**config.mk**
```make
export PLATFORM = sky130hd
export DESIGN_NAME = chroma_fmt_conv
export DESIGN_NICKNAME = d
export VERILOG_FILES = /design/src/rtl/chroma_fmt_pkg.sv /design/src/rtl/chroma_phase_ctr.sv /design/src/rtl/chroma_pair_asm.sv /design/src/rtl/chroma_code_conv.sv /design/src/rtl/chroma_out_stage.sv /design/src/rtl/chroma_fmt_conv.sv
export SDC_FILE = /design/constraint.sdc
export NUM_CORES = 1
export LEC_CHECK = 0
export BUFFER_PORTS_ARGS = -buffer_cell sky130_fd_sc_hd__buf_4
export CAP_MARGIN = 40
export CORE_UTILIZATION = 43
export CTS_CLUSTER_DIAMETER = 100
export DETAILED_ROUTE_END_ITERATION = 6
export PLACE_DENSITY = 0.66
export SYNTH_ARGS = -nofsm -noshare
export SYNTH_HDL_FRONTEND = slang
export SYNTH_SLANG_ARGS = --single-unit
```
**constraint.sdc**
```tcl
create_clock -name clk -period 2.5 [get_ports clk]
set_input_delay 0.375 -clock clk [delete_from_list [all_inputs] [get_ports clk]]
set_output_delay 0.375 -clock clk [all_outputs]
set_load 0.005 [all_outputs]
```
**src/rtl/chroma_fmt_pkg.sv**
```systemverilog
package chroma_fmt_pkg;
   // position inside one multiplexed U/V group
   typedef enum logic [1:0] {
      PH_A = 2'd0,
      PH_B = 2'd1,
      PH_C = 2'd2,
      PH_D = 2'd3
   } phase_e;
endpackage

```
**src/rtl/chroma_phase_ctr.sv**
```systemverilog
module chroma_phase_ctr
   import chroma_fmt_pkg::*;
(
   input  logic   clk,
   input  logic   rst_n,
   input  logic   pix_valid,
   input  logic   line_start,
   input  logic   nibble_mode,
   output phase_e ph_q,
   output phase_e ph_eff,
   output logic   pair_done
);
   phase_e     last_ph;
   logic [1:0] ph_inc;

   // a line start forces the current sample to the first slot
   assign ph_eff    = line_start ? PH_A : ph_q;
   assign last_ph   = nibble_mode ? PH_D : PH_B;
   assign pair_done = pix_valid && (ph_eff == last_ph);
   assign ph_inc    = ph_eff + 2'd1;

   always_ff @(posedge clk) begin
      if (!rst_n) begin
         ph_q <= PH_A;
      end else if (pix_valid) begin
         ph_q <= (ph_eff == last_ph) ? PH_A : phase_e'(ph_inc);
      end else if (line_start) begin
         ph_q <= PH_A;
      end
   end
endmodule

```
**src/rtl/chroma_pair_asm.sv**
```systemverilog
module chroma_pair_asm
   import chroma_fmt_pkg::*;
#(
   parameter int SAMPLE_W = 8
) (
   input  logic                clk,
   input  logic                rst_n,
   input  logic                pix_valid,
   input  logic                nibble_mode,
   input  phase_e              ph_eff,
   input  logic [SAMPLE_W-1:0] bus,
   output logic [SAMPLE_W-1:0] u_word,
   output logic [SAMPLE_W-1:0] v_word
);
   localparam int HALF_W = SAMPLE_W / 2;

   logic [SAMPLE_W-1:0] u_raw;
   logic [HALF_W-1:0]   v_hi;

   always_ff @(posedge clk) begin
      if (!rst_n) begin
         u_raw <= '0;
         v_hi  <= '0;
      end else if (pix_valid) begin
         if (nibble_mode) begin
            unique case (ph_eff)
               PH_A:    u_raw[SAMPLE_W-1:HALF_W] <= bus[HALF_W-1:0];
               PH_B:    u_raw[HALF_W-1:0]        <= bus[HALF_W-1:0];
               PH_C:    v_hi                     <= bus[HALF_W-1:0];
               default: ;
            endcase
         end else if (ph_eff == PH_A) begin
            u_raw <= bus;
         end
      end
   end

   // V completes in the current cycle, so it is taken straight off the bus
   assign u_word = u_raw;
   assign v_word = nibble_mode ? {v_hi, bus[HALF_W-1:0]} : bus;
endmodule

```
**src/rtl/chroma_code_conv.sv**
```systemverilog
module chroma_code_conv #(
   parameter int SAMPLE_W     = 8,
   parameter bit ALLOW_OFFSET = 1'b1
) (
   input  logic [SAMPLE_W-1:0] raw,
   input  logic                offset_sel,
   output logic [SAMPLE_W-1:0] twos
);
   generate
      if (ALLOW_OFFSET) begin : g_conv
         // binary offset -> two's complement: flip the sign bit
         assign twos = {raw[SAMPLE_W-1] ^ offset_sel, raw[SAMPLE_W-2:0]};
      end else begin : g_pass
         logic unused_sel;
         assign unused_sel = offset_sel;
         assign twos       = raw;
      end
   endgenerate
endmodule

```
**src/rtl/chroma_out_stage.sv**
```systemverilog
module chroma_out_stage #(
   parameter int SAMPLE_W = 8
) (
   input  logic                clk,
   input  logic                rst_n,
   input  logic                pair_done,
   input  logic                line_start,
   input  logic [SAMPLE_W-1:0] u_in,
   input  logic [SAMPLE_W-1:0] v_in,
   output logic [SAMPLE_W-1:0] u_out,
   output logic [SAMPLE_W-1:0] v_out,
   output logic                out_valid
);
   always_ff @(posedge clk) begin
      if (!rst_n) begin
         u_out     <= '0;
         v_out     <= '0;
         out_valid <= 1'b0;
      end else begin
         if (pair_done) begin
            u_out <= u_in;
            v_out <= v_in;
         end
         if (line_start)     out_valid <= 1'b0;
         else if (pair_done) out_valid <= 1'b1;
      end
   end
endmodule

```
**src/rtl/chroma_fmt_conv.sv**
```systemverilog
module chroma_fmt_conv
   import chroma_fmt_pkg::*;
#(
   parameter int SAMPLE_W     = 8,
   parameter bit ALLOW_OFFSET = 1'b1
) (
   input  logic                clk,
   input  logic                rst_n,
   input  logic [SAMPLE_W-1:0] chroma_in,
   input  logic                pix_valid,
   input  logic                line_start,
   input  logic                nibble_mode,
   input  logic                offset_sel,
   output logic [SAMPLE_W-1:0] u_out,
   output logic [SAMPLE_W-1:0] v_out,
   output logic                out_valid
);
   generate
      if (SAMPLE_W < 4 || (SAMPLE_W % 2) != 0) begin : g_bad_width
         $error("chroma_fmt_conv: SAMPLE_W must be even and at least 4");
      end
   endgenerate

   phase_e              ph_q;
   phase_e              ph_eff;
   logic                pair_done;
   logic [SAMPLE_W-1:0] u_word, v_word, u_conv, v_conv;

   chroma_phase_ctr phase_i (
      .clk        (clk),
      .rst_n      (rst_n),
      .pix_valid  (pix_valid),
      .line_start (line_start),
      .nibble_mode(nibble_mode),
      .ph_q       (ph_q),
      .ph_eff     (ph_eff),
      .pair_done  (pair_done)
   );

   chroma_pair_asm #(.SAMPLE_W(SAMPLE_W)) asm_i (
      .clk        (clk),
      .rst_n      (rst_n),
      .pix_valid  (pix_valid),
      .nibble_mode(nibble_mode),
      .ph_eff     (ph_eff),
      .bus        (chroma_in),
      .u_word     (u_word),
      .v_word     (v_word)
   );

   chroma_code_conv #(.SAMPLE_W(SAMPLE_W), .ALLOW_OFFSET(ALLOW_OFFSET)) conv_u_i (
      .raw       (u_word),
      .offset_sel(offset_sel),
      .twos      (u_conv)
   );

   chroma_code_conv #(.SAMPLE_W(SAMPLE_W), .ALLOW_OFFSET(ALLOW_OFFSET)) conv_v_i (
      .raw       (v_word),
      .offset_sel(offset_sel),
      .twos      (v_conv)
   );

   chroma_out_stage #(.SAMPLE_W(SAMPLE_W)) out_i (
      .clk       (clk),
      .rst_n     (rst_n),
      .pair_done (pair_done),
      .line_start(line_start),
      .u_in      (u_conv),
      .v_in      (v_conv),
      .u_out     (u_out),
      .v_out     (v_out),
      .out_valid (out_valid)
   );
endmodule

```
# --- Word level (Yosys, flattened, before mapping) ---
# Cells that the tools add are included.
totals:
  register_bits: 31
  elab_cells: 31
classes:
  n_addsub: 1
  eq_ne: 4
  muxes: 9
  n_bitwise: 3
  n_reduce_logical: 7
op_table:
  columns: ["cell", "count"]
  rows:
  - ["2-to-1 mux 8 bit", 3]
  - ["2-to-1 mux 2 bit", 4]
  - ["2-to-1 mux 4 bit", 2]
  - ["AND reduction 3 bit", 2]
  - ["adder 2 x 1 -> 2 bit (second input constant)", 1]
  - ["equality test 2 x 1 -> 1 bit (second input constant)", 1]
  - ["equality test 2 bit", 1]
  - ["equality test 2 bit (second input constant)", 1]
  - ["logical NOT 2 bit", 1]
  - ["!= test 2 x 1 -> 1 bit (second input constant)", 1]
  - ["AND reduction 2 bit", 1]
  - ["nonzero test 2 bit", 1]
  - ["OR reduction 2 bit", 1]
  - ["XOR 1 bit", 2]
  - ["logical AND 1 bit", 1]
  - ["NOT 1 bit", 1]

# --- Logic depth before layout (Yosys ltp) ---
logic_depth:
  word_depth: 4
  mapped_depth: 6
  ltp_nobuf: 6

# --- Hierarchy ---
# Synthesis repeated with hierarchy kept, for this count alone.
unflattened:
  cells_unflattened: 141
  area_unflattened_um2: 1506.4
by_module_without_submodules:
  columns: ["mod", "instances", "cells_each", "area_per_inst_um2", "seq_area_each_um2"]
  rows:
  - ["chroma_out_stage", 1, 54, 649.4, 340.3]
  - ["chroma_pair_asm", 1, 59, 613.1, 240.2]
  - ["chroma_code_conv", 2, 8, 61.3, 0.0]
  - ["chroma_phase_ctr", 1, 12, 121.4, 40.0]

# --- Worst setup path after synthesis ---
# OpenSTA, ideal clock, no wires.
synth_timing:
  path_type: "input port to flip-flop"
  start: "in line_start"
  end: "reg asm_i.u_raw[0], in the netlist asm_i.u_word[0]"
  arrival_time_ns: 1.343
  required_time_ns: 2.384
  path_slack_ns: 1.041
  cell_stages: 6
  n_path_buf: 0
  cell_sequence: "nand2b_1 -> ha_1 -> or2b_1 -> o311ai_4 -> mux2i_1 -> nor2b_1"
synth_via:
  elab_chain_len: 4
  word_cells_on_any_way: 6
  classes_between: "2 x eq/ne; 1 x mux; 3 x reduce/logical"
synth_rtl:
  columns: ["item", "line_no", "text"]
  rows:
  - ["start, declared", "chroma_fmt_conv.sv:11", "input logic line_start,"]
  - ["2-to-1 mux 2 bit *", null, null]
  - ["equality test 2 x 1 -> 1 bit or logical NOT 2 bit (tied branches)", "chroma_pair_asm.sv:26, chroma_pair_asm.sv:32", null]
  - ["!= test 2 x 1 -> 1 bit (no line) or nonzero test 2 bit (tied branches)", null, null]
  - ["AND reduction 3 bit (no line) *", null, null]
  - ["end signal, assigned by index", "chroma_pair_asm.sv:27", "PH_A: u_raw[SAMPLE_W-1:HALF_W] <= bus[HALF_W-1:0];"]
  - ["end signal, assigned by index", "chroma_pair_asm.sv:28", "PH_B: u_raw[HALF_W-1:0] <= bus[HALF_W-1:0];"]
  - ["end signal, assigned", "chroma_pair_asm.sv:33", "u_raw <= bus;"]
  - ["end, declared", "chroma_pair_asm.sv:17", "logic [SAMPLE_W-1:0] u_raw;"]
# Mark *: on every way between the ends. The rest lies on a longest branch, timed or not.
# A chain may end at the register's enable or synchronous reset.

# --- Final worst setup path ---
layout_timing:
  start: "reg phase_i.ph_q[1]"
  end: "reg asm_i.u_raw[0], in the netlist asm_i.u_word[0]"
layout_via:
  elab_chain_len: 4
  word_cells_on_any_way: 6
  classes_between: "2 x eq/ne; 1 x mux; 3 x reduce/logical"
layout_rtl:
  columns: ["item", "line_no", "text"]
  rows:
  - ["start, declared", "chroma_phase_ctr.sv:9", "output phase_e ph_q,"]
  - ["start signal, assigned", "chroma_phase_ctr.sv:26", "ph_q <= (ph_eff == last_ph) ? PH_A : phase_e'(ph_inc);"]
  - ["2-to-1 mux 2 bit *", null, null]
  - ["equality test 2 x 1 -> 1 bit or logical NOT 2 bit (tied branches)", "chroma_pair_asm.sv:26, chroma_pair_asm.sv:32", null]
  - ["!= test 2 x 1 -> 1 bit (no line) or nonzero test 2 bit (tied branches)", null, null]
  - ["AND reduction 3 bit (no line) *", null, null]
# Marks and branches as above.

==> results_dict.tcl <==
set metrics [dict create \
    outcome "finished clean" \
    p_int_mw 0.672 \
    h-tree-depth 2 \
    cts.path.max_buffers 2 \
    cts_setup_buffers 0 \
    synth_cell_types 29 \
    drt_iter0_drc 19 \
    synth_top_cell_area_share_pct 44.1 \
    dp_hpwl_um 1800 \
    yosys-top-cells-count "dfxtp_1 (31), nand2_1 (27), mux2i_1 (17)" \
    start_util_pct 45.7 \
    antenna_found_initial 0 \
    syn_inst 137 \
    yosysTopAreaCell "dfxtp_1" \
    synth_compound_area_share_pct 13.1 \
    dieArea_um2 3500 \
    fin_crit_sh_pct 61.7 \
    gr-total-overflow 0 \
    ys_ff_latch 31 \
    slew_headroom_pct 60.0 \
    holdPathEnd "out_i.out_valid" \
    cts.clk_slew.worst_paths_ps 100 \
    grt_max_degree 33 \
    die_h_um 59.2 \
    r2r-start "phase_i.ph_q[1]" \
    yosys_warnings 0 \
    syn_nets 153 \
    synth_xor_area_share_pct 3.02 \
    core_um2 3080 \
    synth_top_flop_cell "dfxtp_1" \
    vias 997 \
    hold_viol 0 \
    place.gp.congestion 0.794 \
    min_path_type "in2reg" \
    cts_sinks 31 \
    min_path_cells 2 \
    critical_path_class "reg2reg" \
    clkLatencyLatePin_ps 320 \
    finalMaxSlewViolations 0 \
    path_cells "nand2b_1, ha_1, or2b_1, o311ai_4, mux2i_1, nor2b_1" \
    synth-adder-area-share_pct 1.78 \
    cts_tree "done" \
    pwr-share-clk_pct 30.5 \
    setup_tns_ps 0 \
    numCtsBuffers 5 \
    drv_cap 0 \
    worst_slew_pin_slew_ps 597 \
    antenna_left 0 \
    hold_start "line_start" \
    grt_first_pass_wirelength_um 4280 \
    switching_share_pct 24.3 \
    seq_area_frac_synth_pct 44.1 \
    routed_wl_um 2510 \
    synth_area_leaders "dfxtp_1 (44%), mux2i_1 (12%), nand2_1 (7.2%)" \
    fp-row-count 20 \
    p_comb_share_pct 11.6 \
    yosys.area_share.simple_pct 18.3 \
    n_antenna_cell 0 \
    min_period_ps 1540 \
    power.switching_mw 0.216 \
    grt_pass1_vias 942 \
    cts_root_buf "clkbuf_4" \
    setup_violations 0 \
    endpoint_kind "register" \
    area_growth_pct 19.7 \
    dpl_cell_area_um2 1630 \
    die_w_um 59.2 \
    drt_pass1_iterations 2 \
    worst-r2r-setup-slack_ps 960 \
    worst_r2r_endpoint "asm_i.u_word[0]" \
    path_delay_family "simple AND/OR/NAND/NOR gates" \
    crit_required_ps 2710 \
    start_kind "register" \
    syn_area_per_cell_um2 10.3 \
    worstPathMaxFanout 4 \
    p_leak_nw 0.773 \
    grt.total_usage_pct 16.8 \
    synth_mux_area_share_pct 15.3 \
    skew_ps 6.79 \
    async_flop_share_pct 0 \
    utilization_pct 54.7 \
    io_buffer_count 30 \
    worstPathArrival_ps 1760 \
    cp_slowest_cell "dfxtp_1" \
    holdBufCountCts 0 \
    fmax_mhz 649 \
    path_buf_inv 0 \
    cp_slowest_stage_delay_ps 410 \
    synth.most_common_cell "dfxtp_1" \
    rsz0062_at_grt "false" \
    synth_edf_count 0 \
    drive_gt1_share_pct 31.1 \
    syn-cell-area_um2 1410 \
    final_cell_area_um2 1680 \
    drt-vias-per-instance 4.73 \
    post_cts_resize_count 0 \
    drc_errors 0 \
    ir_drop_mv 0.340 \
    io_pins 31 \
    power_frac_seq_pct 58.0 \
    synth_top_family_by_area "simple AND/OR/NAND/NOR gates" \
    cellPowerDensity_nw_per_um2 528 \
    wl_per_cell_um 11.9 \
    reg2reg_depth 6 \
    nets 182 \
]
## placed cells by master, fill, tap and decap left out, types with 2 or more instances in the layout
cell | Yosys | layout
buf_4 | 2 | 30
clkbuf_1 | 3 | 2
nand2_1 | 27 | 27
dfxtp_1 | 31 | 31
mux2_2 | 4 | 4
nand3_1 | 4 | 4
xnor2_1 | 2 | 2
clkbuf_4 | 0 | 5
nor2_1 | 2 | 2
mux2i_1 | 17 | 17
nor2b_1 | 12 | 12
a21boi_2 | 8 | 8
inv_1 | 2 | 2
ha_1 | 2 | 2
a21boi_1 | 2 | 2
o211a_1 | 4 | 4
## sequential cells by signal, summed over array words and instances, names as in the netlist
| signal | count |
|---|---|
| asm_i.u_word | 8 |
| out_i.u_out | 8 |
| asm_i.v_hi | 4 |
| out_i.v_out | 8 |
| out_i.out_valid | 1 |
| phase_i.ph_q | 2 |
## cell families after synthesis
family                   count (synthesis)
AND/OR/NAND/NOR                         52
flip-flops                              31
multiplexers                            21
AO/OA/AOI/OAI                           17
buffers and inverters                   10
XOR/XNOR                                 4
adder cells (fa/ha/maj)                  2
## worst max-delay path by stage
stage	from	endpoint	slack, ps	depth (start not counted)
after floorplan	line_start	asm_i.u_word[0]	1040	6
after global placement	line_start	asm_i.u_word[2]	860	7
after detailed placement	line_start	asm_i.u_word[0]	780	7
after CTS	phase_i.ph_q[1]	asm_i.u_word[0]	950	6
after global routing	phase_i.ph_q[1]	asm_i.u_word[0]	810	6
final	phase_i.ph_q[1]	asm_i.u_word[0]	960	6
## layer usage
metal / up-vias / global-route usage, % / wire (um)
li1: 517 / - / -
met1: 452 / 20.8 / 1230
met2: 23 / 26.2 / 1130
met3: 5 / 4.80 / 101
met4: 0 / 9.18 / 41
met5: - / 0 / 0
## per-stage QoR
stage | cells | hold WS, ps | setup slack [ps] | power, mW
after floorplan | 137 | 440 | 1040 | 0.595
after global placement | 203 | 445 | 864 | 0.628
after detailed placement | 203 | 454 | 776 | 0.630
after CTS | 211 | 246 | 950 | 0.905
after global routing | 211 | 241 | 812 | 0.930
final | 211 | 263 | 959 | 0.888
## worst register-to-register path: stages, from the launching register on
cell and delay [ps]:
dfxtp_1 410, nand2b_1 120, ha_1 210, or2b_1 250, o311ai_4 130, mux2i_1 250, nor2b_1 60
## power by group through the flow
stage / logic, mW / clock network [mW] / registers (mW)
after floorplan: 0.0691 / 0 / 0.525
after global placement: 0.101 / 0 / 0.526
after detailed placement: 0.104 / 0 / 0.526
after CTS: 0.104 / 0.286 / 0.515
after global routing: 0.113 / 0.300 / 0.517
final: 0.103 / 0.270 / 0.515
## area by class of cell
| cell class | instances | area [um^2] |
|---|---|---|
| multi-input combinational | 96 | 724 |
| clock buffer | 7 | 45.0 |
| fill | 317 | 1400 |
| clock inverter | 1 | 5.00 |
| timing repair buffer | 30 | 225 |
| sequential | 31 | 621 |
| tap | 44 | 55.1 |
| inverter | 2 | 7.51 |
(Power assumes the default switching activity.)
